--- src/rtl/byte_dgram_bridge.sv ---
module byte_dgram_bridge #(
  parameter int DEPTH   = 16,
  parameter int MAX_LEN = 64,
  parameter int GAP_W   = 16,
  localparam int LW     = $clog2(MAX_LEN + 1)
) (
  input  logic             clk,
  input  logic             rst_n,
  input  logic             tx_valid,
  output logic             tx_ready,
  input  logic [7:0]       tx_data,
  input  logic             tx_flush,
  input  logic [GAP_W-1:0] tx_gap,
  output logic             pkt_valid,
  input  logic             pkt_ready,
  output logic [7:0]       pkt_data,
  output logic             pkt_start,
  output logic             pkt_last,
  output logic [LW-1:0]    pkt_len,
  input  logic             rx_valid,
  output logic             rx_ready,
  input  logic [7:0]       rx_data,
  input  logic [GAP_W-1:0] rx_gap,
  output logic             out_valid,
  input  logic             out_ready,
  output logic [7:0]       out_data
);
  localparam int AW = $clog2(DEPTH);
  localparam int IW = $clog2(MAX_LEN);

  typedef enum logic [1:0] {COLLECT, SEND, PAUSE} st_t;

  logic [8:0]       mem [DEPTH];
  logic [7:0]       pbuf [MAX_LEN];
  logic [AW:0]      wptr, rptr;
  logic [LW-1:0]    cnt, len;
  logic [GAP_W-1:0] tgap, rgap;
  logic [7:0]       hold;
  logic             hfull;
  st_t              st;

  wire       empty = (wptr == rptr);
  wire       full  = (wptr[AW-1:0] == rptr[AW-1:0]) && (wptr[AW] != rptr[AW]);
  wire       push  = tx_valid && tx_ready;
  wire       pop   = (st == COLLECT) && !empty;
  wire [8:0] head  = mem[rptr[AW-1:0]];

  assign tx_ready  = !full;
  assign pkt_valid = (st == SEND);
  assign pkt_data  = pbuf[cnt[IW-1:0]];
  assign pkt_start = (cnt == '0);
  assign pkt_last  = (cnt == len - 1'b1);
  assign pkt_len   = len;

  always_ff @(posedge clk) begin
    if (push) mem[wptr[AW-1:0]] <= {tx_flush, tx_data};
    if (pop)  pbuf[cnt[IW-1:0]] <= head[7:0];
  end

  always_ff @(posedge clk) begin
    if (!rst_n) begin
      wptr <= '0;
      rptr <= '0;
      cnt  <= '0;
      len  <= '0;
      tgap <= '0;
      st   <= COLLECT;
    end else begin
      if (push) wptr <= wptr + 1'b1;
      if (pop)  rptr <= rptr + 1'b1;
      case (st)
        COLLECT:
          if (pop) begin
            if (head[8] || cnt == LW'(MAX_LEN - 1)) begin
              len <= cnt + 1'b1;
              cnt <= '0;
              st  <= SEND;
            end else begin
              cnt <= cnt + 1'b1;
            end
          end
        SEND:
          if (pkt_ready) begin
            if (pkt_last) begin
              cnt <= '0;
              if (tx_gap == '0) st <= COLLECT;
              else begin
                tgap <= tx_gap;
                st   <= PAUSE;
              end
            end else begin
              cnt <= cnt + 1'b1;
            end
          end
        default: begin
          tgap <= tgap - 1'b1;
          if (tgap == GAP_W'(1)) st <= COLLECT;
        end
      endcase
    end
  end

  assign rx_ready  = !hfull && (rgap == '0);
  assign out_valid = hfull;
  assign out_data  = hold;

  always_ff @(posedge clk) begin
    if (!rst_n) begin
      hfull <= 1'b0;
      hold  <= '0;
      rgap  <= '0;
    end else if (rx_valid && rx_ready) begin
      hold  <= rx_data;
      hfull <= 1'b1;
    end else if (out_valid && out_ready) begin
      hfull <= 1'b0;
      rgap  <= rx_gap;
    end else if (rgap != '0) begin
      rgap <= rgap - 1'b1;
    end
  end


  pkt_len_range_chk: assert property (@(posedge clk) disable iff (!rst_n)
    pkt_valid |-> (pkt_len != '0) && (pkt_len <= LW'(MAX_LEN)));

  pkt_hold_chk: assert property (@(posedge clk) disable iff (!rst_n)
    pkt_valid && !pkt_ready |=> pkt_valid && $stable(pkt_data) && $stable(pkt_len));

  pkt_start_first_chk: assert property (@(posedge clk) disable iff (!rst_n)
    pkt_valid && pkt_ready && !pkt_last |=> pkt_valid && !pkt_start);

  full_stall_chk: assert property (@(posedge clk) disable iff (!rst_n)
    !tx_ready && st != COLLECT |=> !tx_ready);

  out_hold_chk: assert property (@(posedge clk) disable iff (!rst_n)
    out_valid && !out_ready |=> out_valid && $stable(out_data) && !rx_ready);

  rx_pace_chk: assert property (@(posedge clk) disable iff (!rst_n)
    out_valid && out_ready && rx_gap != '0 |=> !rx_ready);
endmodule

--- config.mk ---
export PLATFORM = sky130hd
export DESIGN_NAME = byte_dgram_bridge
export DESIGN_NICKNAME = d
export VERILOG_FILES = /design/src/rtl/byte_dgram_bridge.sv
export SDC_FILE = /design/constraint.sdc
export NUM_CORES = 1
export LEC_CHECK = 0
export BUFFER_PORTS_ARGS = -buffer_cell sky130_fd_sc_hd__buf_4
export CAP_MARGIN = 20
export CORE_ASPECT_RATIO = 1.4
export CORE_MARGIN = 4
export CORE_UTILIZATION = 55
export CTS_CLUSTER_DIAMETER = 80
export DETAILED_ROUTE_END_ITERATION = 16
export PLACE_DENSITY = 0.71
export SYNTH_ARGS = -nofsm -noshare
export SYNTH_HDL_FRONTEND = slang
export SYNTH_SLANG_ARGS = --single-unit
--- constraint.sdc ---
create_clock -name clk -period 4.8 [get_ports clk]
set_input_delay 0.72 -clock clk [delete_from_list [all_inputs] [get_ports clk]]
set_output_delay 0.72 -clock clk [all_outputs]
set_load 0.01 [all_outputs]
# Yosys cells after proc, flatten, opt, wreduce, memory -nomap -nowiden
# Memory sizes are Yosys's and may differ from the RTL's. A register that Yosys moved wholly into a read port is not among the register bits.
# Index checks and enable logic that the tools add are counted.
# Widths: inputs -> output; s select.
dict set report op_classes {
  add_sub_neg 6
  n_eq_ne 12
  muxes 28
  bitwise_logic 2
  n_reduce_logical 24
}
# operator count
set ops {}
lappend ops {{$mux 16} 5}
lappend ops {{$logic_not 16->1} 2}
lappend ops {{$pmux 16 s2} 1}
lappend ops {{$sub 16x1->16 const B} 2}
lappend ops {{$mux 7} 4}
lappend ops {{$eq 16x1->1 const B} 1}
lappend ops {{$reduce_bool 16->1} 1}
lappend ops {{$pmux 7 s2} 1}
lappend ops {{$mux 2} 6}
lappend ops {{$mux 6} 2}
lappend ops {{$add 5x1->5 const B} 2}
lappend ops {{$mux 4} 2}
lappend ops {{$add 7x1->7 const B} 1}
lappend ops {{$eq 7x6->1 const B} 1}
lappend ops {{$eq 7x7->1} 1}
lappend ops {{$logic_not 7->1} 1}
lappend ops {{$sub 7x1->7 const B} 1}
lappend ops {{$logic_and 1x1->1} 6}
lappend ops {{$mux 1} 6}
lappend ops {{$ne 2x1->1 const B} 3}
lappend ops {{$reduce_and 3->1} 2}
lappend ops {{$reduce_bool 2->1} 3}
lappend ops {{$eq 5x5->1} 1}
lappend ops {{$reduce_and 5->1} 1}
lappend ops {{12 further kinds} 16}
dict set report totals {
  ff_bits 67
  mem_bits_rw 656
  out_inout_bits 29
  elab_cells 83
  mem_count 2
}
# memory words word_bits rd rd_ports_with_merged_regs wr line
set mem_list {}
lappend mem_list {pbuf 64 8 1 1 1 34} ;# logic [7:0] pbuf [MAX_LEN];
lappend mem_list {mem 16 9 1 1 1 33} ;# logic [8:0] mem [DEPTH];

# Depth between registers and ports, before layout
# Gate-level depths: netlist (run 1).
dict set report logic_depth {
  depth_word 7
  mapped_depth 10
}

# Worst setup path before layout (run 1)
# No wires, ideal clock.
dict set report synth_timing {
  path_type {reg2out}
  startpoint {register (tool-made name)}
  endpoint {output port pkt_data[2]}
  t_arrival_ns 2.275
  slack_ns 1.805
  path_stages_with_launch 8
  path_buffers 3
  path_cell_list {dfxtp_1 buf_2 buf_4 buf_2 mux4_2 mux4_2 mux2i_1 a21oi_1}
}
# item line
set synth_lines {}
lappend synth_lines {{to (decl)} 16} ;# output logic [7:0] pkt_data,

==> results, run 1 <==
- The run finished with clean final reports.
- Of the total power, the clock network draws 0.308.
- The post-DP HPWL is 39.4 mm.
- Routability-driven placement finished with a final weighted congestion of 0.826.
- The kind of start point of the critical path is a flop.
- The max-cap check violation count is 0.
- The final wirelength is just over 60 mm.
- The total number of yosys warnings is 0.
- The worst path needs 4230 ps of the cycle, external delays included.
- The critical path contains buffers and inverters numbering 2 combined.
- The post-synthesis net count is around 1.6k.
- The final total negative setup slack is 0 ps.
- The number of antenna violations at the first check in global routing is 0.
- Derived from the worst setup path, the maximum achievable clock frequency is between 0.2 and 0.25 GHz.
- In this run the post-CTS setup repair buffer count came out at 0.
- The total number of clock tree sinks is 733.
- The total grt overflow is 0.
- The share of synthesized area in the top cell type comes to 0.675.
- The maximum number of pins on one net before global-route repair is 65.
- The clock arrives with around 39 ps of skew.
- The die area is 56,800 um^2.
- The cell area after layout is 32,900 um^2.
- In this run the core area contains 99 standard-cell rows.
- The die is 203 um wide.
- The synthesized design spends more area on one cell type than any other, namely sky130_fd_sc_hd__edfxtp_1.
- CTS built an H-tree with a depth of 3.
- For this design the static power due to leakage is a little over 10 nW.
- The proportion of synthesized chip area in sequential cells is 0.728.
- The count of state elements after synthesis is 733.
- The synthesized instance count is between 1.5k and 2k.
- Buffers inserted during clock tree synthesis total 67.
- The number of gates resized after CTS was 0.
- The number of enable flip-flop cells after synthesis is 656.
- The number of port buffers is 83.
- The antenna cell count is 0.
- The netlist area before placement is 29,200 um^2.
- The buffer type at the clock tree root is sky130_fd_sc_hd__clkbuf_16.
- Setup violations remaining at the end of the flow were counted as 0.
- Excluding fillers, the count of instances in the completed layout stands at 2,395.
- The worst relative slew slack is 0.251.
- The switching power is about 0.0047 W.
- Setup repair after global routing left no endpoint under its margin.
- The cell repeated most along the worst path is sky130_fd_sc_hd__mux4_2.
- Compared with the post-synthesis result, the final layout area differs by 13.0%.
- The data arrival at the endpoint of the critical path is 3510 ps.
- The final max-slew violation count came to 0.
- Yosys mapped the design onto 58 distinct sky130hd cell types.
- The largest vdd supply drop is 341 uV.
- In the routed layout, each cell is associated on average with a via count of 6.12.
- For the pin with the worst max-slew slack, the measured transition is about 1100 ps.
- The clock passes through at most 3 buffers.
- Data on the critical path is required at its endpoint by a little over 4000 ps.
- The die boundary height is 280 um.
- The initial DRC count is about 1.6k.
- The overall via count from detail_route is 14.7k.
- The path type of the worst min-delay path is primary input to flop.
- The highest fanout seen on the critical path is 50.
- The first global-routing pass estimated 94.6 mm of wire.
- The total number of nets in the final design is approximately 1.7k.
- 84 I/O pins were placed.
- The starting density of the core is 0.558.
- In the finished design, the share of the clock period the worst path needs comes to 0.881.
- For this run, the total global-route usage over all layers was measured as 0.221.
- Cell internal power was estimated by the tool at around 0.013 W.
- The synthesized area per cell is 19.0 um^2.
- The fraction of final layout cells sized beyond drive strength 1 is 0.261.
- The peak per-stage delay on the critical path is approximately 560 ps.
- The post-layout utilization of the core is 0.630.
- The number of buffers added to fix hold violations after cts is 0.
- In this run the cell area measured after placement is 30,600 um^2.
- In this run the remaining antenna-violating nets after routing total 0.
- The switching part of the total power is 0.271.
- Of the total power, registers draw 0.457.
- For this run, asynchronously set or reset flops after synthesis account for 0.
- Fill cells in the final layout number ~3.7k.
- The number of cells after detailed placement is 2,269.
- By area the synthesized netlist is led by sky130_fd_sc_hd__edfxtp_1, sky130_fd_sc_hd__mux4_2, sky130_fd_sc_hd__dfxtp_1, sky130_fd_sc_hd__nor2_1, sky130_fd_sc_hd__clkbuf_1.
- The area of the core is 52,300 um^2.
- Grouping stages by cell kind, the critical path spends the most delay in multiplexers.
- The number of failing hold endpoints at the final stage came to 0.
- The critical path goes through buf_12, mux4_2, mux4_2, nor2b_1, a211oi_1, a21oi_1, buf_4.
- The slowest stage of the critical path belongs to the cell sky130_fd_sc_hd__mux4_2.
- For this run, the leading register cell type out of synthesis is sky130_fd_sc_hd__edfxtp_1.
- The detailed-router iteration count before antenna repair is 6.
- The share of total power dissipated in combinational logic is 0.235.
- The register clock-pin slew on the reported worst setup and hold paths is 60 ps.
- TritonCTS built the clock tree.
- For flop-to-flop paths, the worst setup slack is 1090 ps.
- After detailed routing, the average wire length per cell comes to ~26 um.
- The number of global-route vias before repair is between 15k and 20k.
- The number of design rule violations left after detail routing is 0.
- The category of the worst setup path capture point is a primary output.
- The worst setup path is of the flop to primary output kind.
- The total power density per cell area is 530 nW/um^2.
- The clock latency of the later-clocked register in the worst-skew pair is 610 ps.
==> flip-flops by register name, summed over array words and instances, names as in the netlist, 2 cells and up, named ones only <==
register and cells:
wptr 5, cnt 7, st 2, pkt_len 7, rptr 5, pbuf 512
mem 144, rgap 16, tgap 16, out_data 8
==> stage by stage <==
step / total power, W / worst slack (ps) / hold WS [ps]
after floorplan: 0.0109 / 1810 / 439
after global placement: 0.0121 / 1010 / 452
after detailed placement: 0.0122 / 1080 / 455
after CTS: 0.0176 / 438 / 334
after global routing: 0.0182 / 397 / 376
final: 0.0175 / 572 / 370
==> power groups by stage <==
stage / clock network (W) / registers (W) / logic (W)
finish: 0.00538 / 0.00799 / 0.00410
CTS: 0.00547 / 0.00802 / 0.00407
detailed placement: 0 / 0.00815 / 0.00407
floorplan: 0 / 0.00800 / 0.00286
global placement: 0 / 0.00814 / 0.00395
global route: 0.00574 / 0.00802 / 0.00445
==> cells in the final DEF, fill, tap and decap left out, drive strengths merged, types with 19 or more instances in the layout <==
cell type,n
a211oi,21
a21oi,35
buf,120
clkbuf,80
clkinv,22
dfxtp,77
edfxtp,656
inv,19
mux4,206
nand2,39
nor2,151
nor3,32
==> synthesized netlist by cell type, types with 3 or more instances <==
cell type	count
sky130_fd_sc_hd__mux4_2	206
sky130_fd_sc_hd__a22oi_1	4
sky130_fd_sc_hd__inv_1	16
sky130_fd_sc_hd__and3_1	3
sky130_fd_sc_hd__or3_1	4
sky130_fd_sc_hd__nor2b_1	9
sky130_fd_sc_hd__buf_2	21
sky130_fd_sc_hd__xor2_1	15
sky130_fd_sc_hd__and2_1	4
sky130_fd_sc_hd__nor4_1	14
sky130_fd_sc_hd__nand2b_1	10
sky130_fd_sc_hd__buf_1	8
sky130_fd_sc_hd__mux2i_1	17
sky130_fd_sc_hd__nor2_1	151
sky130_fd_sc_hd__ha_1	11
sky130_fd_sc_hd__or4_1	3
sky130_fd_sc_hd__dfxtp_1	77
sky130_fd_sc_hd__nor3b_1	4
sky130_fd_sc_hd__o21a_1	3
sky130_fd_sc_hd__buf_4	7
sky130_fd_sc_hd__a211oi_1	21
sky130_fd_sc_hd__o21ai_0	12
sky130_fd_sc_hd__xnor2_1	16
sky130_fd_sc_hd__nand3_1	13
sky130_fd_sc_hd__o211ai_1	17
sky130_fd_sc_hd__edfxtp_1	656
sky130_fd_sc_hd__nand2_1	39
sky130_fd_sc_hd__nor3_1	32
sky130_fd_sc_hd__o31ai_1	6
sky130_fd_sc_hd__nand4_1	10
sky130_fd_sc_hd__a21oi_1	35
sky130_fd_sc_hd__o22ai_1	7
sky130_fd_sc_hd__a31oi_1	4
sky130_fd_sc_hd__clkbuf_1	48
==> worst min-delay path: cells and delay by family <==
family,cells,cell delay (ps)
AND/OR/NAND/NOR,1,70
multiplexers,1,50
buffers and inverters,1,80
==> layer usage <==
layer  vias up  global-route usage  part of all wire
li1       6431                   -                 -
met1      7585               0.282              0.37
met2       539               0.394              0.54
met3       103              0.0336             0.060
met4         0              0.0740             0.027
met5         -                   0                 0
==> cell families after synthesis <==
group / Yosys count / synth area share
AOI/OAI and AO/OA: 127 / 0.0288
xor gates and xnor gates: 31 / 0.00931
adders and majority gates: 11 / 0.00472
buffers and inverters: 102 / 0.0152
DFF: 733 / 0.728
muxes: 224 / 0.165
and+or+nand+nor: 306 / 0.0483
==> area by class of cell <==
class                   count  area (um^2)  share of cell area
well taps                 707          885              0.0269
flip-flops and latches    733        21300               0.645
clock inverters            39          438              0.0133
repair buffers            120         1030              0.0313
inverters                  17         63.8             0.00194
multi-input cells         699         7510               0.228
clock buffers              80         1770              0.0537
==> final timing paths <==
check / startpoint / to / depth (start not counted)
max: flop / pkt_data[4] / 7
min: rx_data[7] / out_data[7]$_SDFFE_PN0P_ / 3
max reg2reg: wptr[3]$_SDFFE_PN0P_ / pbuf[41][6]$_DFFE_PP_ / 8
min reg2reg: tgap[15]$_SDFFE_PN0P_ / tgap[15]$_SDFFE_PN0P_ / 2
(Power assumes the default switching activity.)
==> inputs of run 2 (changes only) <==
--- a/config.mk
+++ b/config.mk
@@ -7,7 +7,6 @@
 export LEC_CHECK = 0
 export BUFFER_PORTS_ARGS = -buffer_cell sky130_fd_sc_hd__buf_4
 export CAP_MARGIN = 20
-export CORE_ASPECT_RATIO = 1.4
 export CORE_MARGIN = 4
 export CORE_UTILIZATION = 55
 export CTS_CLUSTER_DIAMETER = 80
==> constraint.sdc (replaced) <==
create_clock -name clk -period 4.8 [get_ports clk]
set_input_delay 0.72 -clock clk [delete_from_list [all_inputs] [get_ports clk]]
set_output_delay 0.72 -clock clk [all_outputs]
set_load 0.05 [all_outputs]
==> results, run 2 (synthesis results as in run 1) <==
- The CTS tree is done.
- The die boundary height is 238 um (-15%).
- The number of CTS-inserted buffers came to 73 (+9.0%).
- The slowest library cell on the worst path is sky130_fd_sc_hd__mux4_2.
- The fraction of final layout cells sized beyond drive strength 1 is 0.268 (+0.00682).
- The share of the clock period used by the worst path after layout is 0.879 (-0.00203).
- The total number of clock tree sinks is 733 (unchanged).
- The peak per-stage delay on the critical path is 610 ps (+50 ps).
- The number of buffers added to fix hold violations after cts was 0 (unchanged).
- The number of global-route vias before repair was 15.3k (+0.82%).
- The initial DRC count is 1,429 (-12%).
- The highest fanout seen on the critical path is 86 (+72%).
- The clock latency of the later-clocked register in the worst-skew pair is 610 ps (about the same).
- The area of the core was 52,600 um^2 (+0.53%).
- The final wirelength is 61.4 mm (about the same).
- The total power density per cell area came to 552 nW/um^2 (+4.1%).
- The per-cell routed wire length came to 25.7 um (+0.22%).
- The signal on the critical path passes through buf_12, mux4_2, mux4_2, mux4_2, buf_4.
- The number of design rule violations left after detail routing is 0 (unchanged).
- The wire length on met1 is 25.5 mm (+11%).
- The final total negative setup slack is 0 ps (unchanged).
- The switching power is 0.00523 W (+10%).
- The number of failing hold endpoints at the final stage is 0 (unchanged).
- The detailed-route vias per instance is 6.25 (+2.2%).
- The antenna cell count came to 0 (unchanged).
- The maximum number of pins on one net before global-route repair came to 87 (+34%).
- The count of endpoints failing setup in the final report is 0 (unchanged).
- The clock period minus final worst setup slack is 4220 ps (-9.75 ps).
- The data arrival at the endpoint of the critical path is 3500 ps (about the same).
- The I/O pin count is 84 (unchanged).
- The flow ran to the end, and the final reports show no timing, DRC or antenna violations.
- The worst relative slew slack is 0.269 (+0.0181).
- The sum of met3 wire segment lengths after detailed routing is 4.27 mm (+17%).
- The maximum level of the CTS H-tree is 3 (unchanged).
- Broken down by cell family, the worst path's largest delay share belongs to multiplexers.
- The category of the worst setup path capture point is a primary output.
- The number of flip-flops under the largest register name is 512 (unchanged).
- The count of cells resized by post-cts repair is 0 (unchanged).
- The kind of start point of the critical path is a flop.
- The detailed-router iteration count before antenna repair is 7 (+1).
- The met2 routed wirelength is 30.4 mm (-8.4%).
- The library cell used most frequently in the layout, excluding fill and tap cells, is sky130_fd_sc_hd__edfxtp_1.
- The total number of nets in the final design is 1,710 (+0.35%).
- The total global-route track usage is 0.221 (-0.000662).
- The portion of total power attributed to sequential cells is 0.436 (-0.021).
- Setup repair after global routing left no endpoint under its margin.
- The required time of the critical path is 4080 ps (about the same).
- The slew at the pin with the worst max-slew slack is 1090 ps (-29.7 ps).
- The die area is 56,800 um^2 (about the same).
- The portion of total power attributed to the clock network came to 0.323 (+0.015).
- The largest vdd supply drop is 438 uV (+29%).
- In the layout the commonest cells are sky130_fd_sc_hd__edfxtp_1, sky130_fd_sc_hd__mux4_2, sky130_fd_sc_hd__nor2_1, sky130_fd_sc_hd__buf_4, sky130_fd_sc_hd__clkbuf_16.
- The detailed router used layers up to and including met5.
- The cell repeated most along the worst path is sky130_fd_sc_hd__mux4_2.
- The buffering stage count on the worst path with inverters included was 2 (unchanged).
- The wire length of the first global-routing pass is 95.0 mm (+0.38%).
- The buffer type at the clock tree root is sky130_fd_sc_hd__clkbuf_16.
- The final max-slew violation count came to 0 (unchanged).
- The starting density of the core is 0.555 (-0.00295).
- The overall via count from detail_route is 14.9k (+1.9%).
- The number of port buffers came to 83 (unchanged).
- The startpoint-to-endpoint class of the critical path is flop to primary output.
- The leakage power is 10.5 nW (+1.6%).
- The largest clock skew in the final design came to 18.3 ps (-20.5 ps).
- The switching part of the total power is 0.285 (+0.0141).
- The max-cap check violation count is 0 (unchanged).
- The final weighted congestion of routability-driven global placement came to 0.817 (-1.1%).
- The number of buffers between clock root and the deepest sink is 3 (unchanged).
- The combinational share of power is 0.241 (+0.006).
- The number of antenna violations at the first check in global routing is 2 (+2).
- The site row count came to 84 (-15%).
- Compared with the post-synthesis result, the final layout area differs by 13.8%.
- The antenna violation net count after detailed routing is 0 (unchanged).
- The die span in x is 238 um (+18%).
- The total grt overflow came to 0 (unchanged).
- The cell-internal power is 0.0131 W (+2.8%).
- The path type of the worst min-delay path is primary input to flop.
- The post-DP HPWL is 37.5 mm (-4.8%).
- The register clock-pin slew on the reported worst setup and hold paths is 60 ps (about the same).
- The maximum frequency from static timing analysis is 0.237 GHz (+0.23%).
- The tightest hold margin was 350 ps (-20.5 ps).
- The number of buffers added for setup after CTS is 0 (unchanged).
-- run 2: cell count changes in the layout (fill, tap and decap cells not counted), moves of 3 or more --
cell / before / now
sky130_fd_sc_hd__buf_12: 10 / 7
sky130_fd_sc_hd__clkinvlp_4: 5 / 1
sky130_fd_sc_hd__clkinv_2: 12 / 18
sky130_fd_sc_hd__clkbuf_16: 69 / 76
sky130_fd_sc_hd__buf_4: 109 / 112
-- run 2: layout make-up --
| class | count | area, um^2 |
|---|---|---|
| Timing Repair Buffer | 120 | 1010 |
| Sequential cell | 733 | 21300 |
| Tap cell | 688 | 861 |
| Clock buffer | 87 | 1960 |
| Inverter | 17 | 63.8 |
| Fill cell | 3622 | 19400 |
| Clock inverter | 45 | 541 |
| Multi-Input combinational cell | 699 | 7510 |
-- run 2: worst register-to-register path, stage by stage (launching register included) --
cell	delay, ps
sky130_fd_sc_hd__dfxtp_1	580
sky130_fd_sc_hd__xor2_1	190
sky130_fd_sc_hd__nor4_1	70
sky130_fd_sc_hd__buf_4	140
sky130_fd_sc_hd__a211oi_1	190
sky130_fd_sc_hd__buf_4	230
sky130_fd_sc_hd__nor2b_1	310
sky130_fd_sc_hd__nand3_1	450
sky130_fd_sc_hd__nor2_1	920
-- run 2: layer usage --
layer | up-vias | global-route usage
met2 | 596 | 0.354
met5 | - | 0
met3 | 101 | 0.0447
met4 | 2 | 0.0522
met1 | 7781 | 0.320
li1 | 6463 | -
-- run 2: metrics by stage --
stage / total power [W] / std cells / instance area, um^2 / setup slack [ps] / utilization
floorplan: 0.0112 / 1534 / 29200 / 1380 / -
global placement: 0.0124 / 2251 / 30600 / 1240 / 0.582
detailed placement: 0.0125 / 2251 / 30600 / 1220 / 0.582
CTS: 0.0184 / 2383 / 33100 / 530 / 0.630
global route: 0.0191 / 2389 / 33200 / 427 / 0.632
finish: 0.0183 / 2389 / 33200 / 582 / 0.632
-- run 2: final timing paths --
check | end | from | cells after the start | slack (ps)
setup / recovery | pkt_data[3] | flop | 5 | 580
hold / removal | out_data[4]$_SDFFE_PN0P_ | rx_data[4] | 3 | 350
hold reg to reg | tgap[15]$_SDFFE_PN0P_ | tgap[15]$_SDFFE_PN0P_ | 2 | 470
setup reg to reg | pbuf[18][2]$_DFFE_PP_ | wptr[3]$_SDFFE_PN0P_ | 8 | 1340
-- run 2: power groups by stage --
stage | logic [W] | registers [W] | clock network, W
floorplan | 0.00307 | 0.00811 | 0
global placement | 0.00429 | 0.00813 | 0
detailed placement | 0.00438 | 0.00814 | 0
CTS | 0.00439 | 0.00800 | 0.00601
global route | 0.00476 | 0.00801 | 0.00630
finish | 0.00442 | 0.00798 | 0.00592
==> inputs of run 3 (changes only) <==
--- a/config.mk
+++ b/config.mk
@@ -7,11 +7,11 @@
 export LEC_CHECK = 0
 export BUFFER_PORTS_ARGS = -buffer_cell sky130_fd_sc_hd__buf_4
 export CAP_MARGIN = 20
-export CORE_MARGIN = 4
+export CORE_MARGIN = 2
 export CORE_UTILIZATION = 55
 export CTS_CLUSTER_DIAMETER = 80
 export DETAILED_ROUTE_END_ITERATION = 16
-export PLACE_DENSITY = 0.71
+export PLACE_DENSITY = 0.83
 export SYNTH_ARGS = -nofsm -noshare
 export SYNTH_HDL_FRONTEND = slang
 export SYNTH_SLANG_ARGS = --single-unit
==> results, run 3 (synthesis results as in run 1) <==
- For hold timing, the worst endpoint is out_data[5]$_SDFFE_PN0P_.
- The buffer type at the clock tree root is sky130_fd_sc_hd__clkbuf_16.
- The total number of clock tree sinks is 733 (unchanged).
- The worst setup path is launched from a flop.
- The number of flip-flops under the largest register name is 512 (unchanged).
- TritonCTS built the clock tree.
- The total number of nets in the final design is 1,704 (-0.35%).
- The total power density per cell area came to 550 nW/um^2 (-0.35%).
- The post-layout utilization of the core is 0.630 (-0.00129).
- Walking the worst path, the cells encountered are buf_12, mux4_2, mux4_2, nor2b_1, a211oi_1, a21oi_1, buf_4.
- The antenna violation net count after detailed routing is 0 (unchanged).
- The die area came to 54,900 um^2 (-3.3%).
- The number of port buffers is 83 (unchanged).
- The overall via count from detail_route is 15.3k (+2.3%).
- The category of the worst setup path capture point is a primary output.
- The detailed-route vias per instance came to 6.41 (+2.5%).
- The number of CTS-inserted buffers is 73 (unchanged).
- The final weighted congestion of routability-driven global placement was 0.841 (+3.0%).
- The count of fill cells added during filler insertion is 3,369 (-7.0%).
- The cell area after layout is 33,100 um^2 (-0.40%).
- The starting density of the core is 0.556 (+0.00111).
- The combinational share of power was 0.247 (+0.006).
- The final max-slew violation count came to 0 (unchanged).
- The number of cells on the worst reg-to-reg path is 7 (-1).
- Leaving out fill and tap cells, the most frequent cell in the layout is sky130_fd_sc_hd__edfxtp_1.
- The slew at the pin with the worst max-slew slack came to 1110 ps (+12.5 ps).
- The tightest hold margin is 352 ps (+2.42 ps).
- The total global-route track usage is 0.242 (+0.0217).
- In this run the critical register-to-register path is launched from wptr[2]$_SDFFE_PN0P_.
- The slowest library cell on the worst path is sky130_fd_sc_hd__mux4_2.
- The antenna cell count is 0 (unchanged).
- The count of endpoints failing setup in the final report came to 0 (unchanged).
- The per-cell routed wire length came to 27.0 um (+4.8%).
- The number of global-route vias before repair is 15.5k (+1.2%).
- The clock latency of the later-clocked register in the worst-skew pair came to 620 ps (about the same).
- The required time of the critical path came to 4080 ps (about the same).
- The maximum level of the CTS H-tree is 3 (unchanged).
- The die span in x came to 234 um (-1.7%).
- The largest vdd supply drop came to 418 uV (-4.6%).
- The clock period minus final worst setup slack is 4180 ps (-37.1 ps).
- The leakage power is 10.4 nW (-0.83%).
- The register area is 21,300 um^2 (unchanged).
- The switching part of the total power was 0.292 (+0.00670).
- The cell that appears most often on the critical path is sky130_fd_sc_hd__mux4_2.
- The worst relative slew slack is 0.260 (-0.00836).
- In this design, the largest share of critical-path delay is due to multiplexers.
- The path type of the worst min-delay path is primary input to flop.
- The maximum number of pins on one net before global-route repair is 65 (-25%).
- The portion of total power attributed to the clock network is 0.312 (-0.011).
- The I/O pin count is 84 (unchanged).
- The initial DRC count was 1,848 (+29%).
- The number of antenna violations at the first check in global routing was 0 (-2).
- The data arrival at the endpoint of the critical path is 3460 ps (-40 ps).
- The peak per-stage delay on the critical path is 580 ps (-30 ps).
- The switching power came to 0.00531 W (+1.6%).
- The register clock-pin slew on the reported worst setup and hold paths is 60 ps (about the same).
- The fraction of final layout cells sized beyond drive strength 1 is 0.261 (-0.00718).
- The site row count came to 84 (unchanged).
- The cell-internal power is 0.0129 W (-1.7%).
- The buffering stage count on the worst path with inverters included is 2 (unchanged).
- The detailed-router iteration count before antenna repair is 5 (-2).
- The die boundary height is 234 um (-1.7%).
- The capture instance of the worst register-to-register path is pbuf[35][7]$_DFFE_PP_.
- Setup repair after global routing left no endpoint under its margin.
- The number of buffers between clock root and the deepest sink is 3 (unchanged).
- The share of the clock period used by the worst path after layout was 0.871 (-0.00773).
- The register-to-register setup slack is 1350 ps (about the same).
- The worst hold path depth came to 3 (unchanged).
- The post-DP HPWL came to 37.6 mm (+0.34%).
- The number of buffers added for setup after CTS is 0 (unchanged).
- The highest fanout seen on the critical path came to 41 (-52%).
- The largest clock skew in the final design was 19.1 ps (+0.839 ps).
- Leaving out fill and tap cells, the most frequent cells in the layout are sky130_fd_sc_hd__edfxtp_1, sky130_fd_sc_hd__mux4_2, sky130_fd_sc_hd__nor2_1, sky130_fd_sc_hd__buf_4, sky130_fd_sc_hd__clkbuf_16.
- The portion of total power attributed to sequential cells came to 0.441 (+0.005).
- The worst hold path begins at rx_data[5].
- The number of failing hold endpoints at the final stage is 0 (unchanged).
- The total area of multi-input combinational cells is 7500 um^2 (about the same).
- The number of design rule violations left after detail routing is 0 (unchanged).
- The maximum frequency from static timing analysis is 0.239 GHz (+0.89%).
- The area of the core was 52,400 um^2 (-0.20%).
- The flow ran to the end, and the final reports show no timing, DRC or antenna violations.
- The final wirelength is 64.3 mm (+4.7%).
- The max-cap check violation count is 0 (unchanged).
- The wire length of the first global-routing pass was 97.7 mm (+2.8%).
- The startpoint-to-endpoint class of the critical path is flop to primary output.
- The count of cells resized by post-cts repair was 0 (unchanged).
- The standard cell area after detailed placement is 30,500 um^2 (-0.18%).
- The final total negative setup slack was 0 ps (unchanged).
- The number of buffers added to fix hold violations after cts was 0 (unchanged).
- The post-synthesis to final-layout area growth is 13.4%.
- The total grt overflow was 0 (unchanged).
-- run 3: cell types whose count changed in the layout (fill, tap and decap cells not counted), sizes merged --
cell    delta
buf        -6
clkbuf     +6
clkinv     +3
inv        -1
bufinv     -5
-- run 3: final cells by class --
type | count | share of cell area
Clock buffer | 93 | 0.0597
Clock inverter | 42 | 0.0120
Tap cell | 688 | 0.0260
Multi-Input combinational cell | 699 | 0.227
Inverter | 17 | 0.00193
Sequential cell | 733 | 0.643
Timing Repair Buffer | 114 | 0.0307
-- run 3: per-stage QoR --
| stage | cells | setup slack, ps | total power, W |
|---|---|---|---|
| 6_report | 2386 | 619 | 0.0182 |
| 3_3_place_gp | 2241 | 1310 | 0.0123 |
| 5_1_grt | 2386 | 511 | 0.0188 |
| 2_1_floorplan | 1534 | 1380 | 0.0112 |
| 4_1_cts | 2376 | 605 | 0.0181 |
| 3_5_place_dp | 2241 | 1280 | 0.0125 |
-- run 3: tightest hold or removal path, stage by stage --
cell	delay, ps
sky130_fd_sc_hd__buf_4	80
sky130_fd_sc_hd__mux2i_1	50
sky130_fd_sc_hd__nor2_1	70
-- run 3: how the worst max path moves through the flow --
stage                             from           to  depth (start not counted)
2_1_floorplan  pkt_len[0]$_SDFFE_PN0P_     pkt_last                          6
3_3_place_gp                      flop  pkt_data[3]                          5
3_5_place_dp                      flop  pkt_data[3]                          5
4_1_cts                           flop  pkt_data[3]                          5
5_1_grt                           flop  pkt_data[2]                          7
6_report                          flop  pkt_data[2]                          7
-- run 3: power groups by stage --
stage          Sequential [W]  Combinational (W)  Clock [W]
5_1_grt               0.00805            0.00481    0.00597
6_report              0.00803            0.00449    0.00567
4_1_cts               0.00808            0.00434    0.00572
3_5_place_dp          0.00821            0.00428          0
2_1_floorplan         0.00811            0.00307          0
3_3_place_gp          0.00819            0.00413          0
-- run 3: per-layer routing --
layer,vias up,wire (um),track usage
li1,6446,-,-
met1,7799,24700,0.339
met2,910,31600,0.382
met3,135,6040,0.0552
met4,0,1980,0.0819
met5,-,0,0
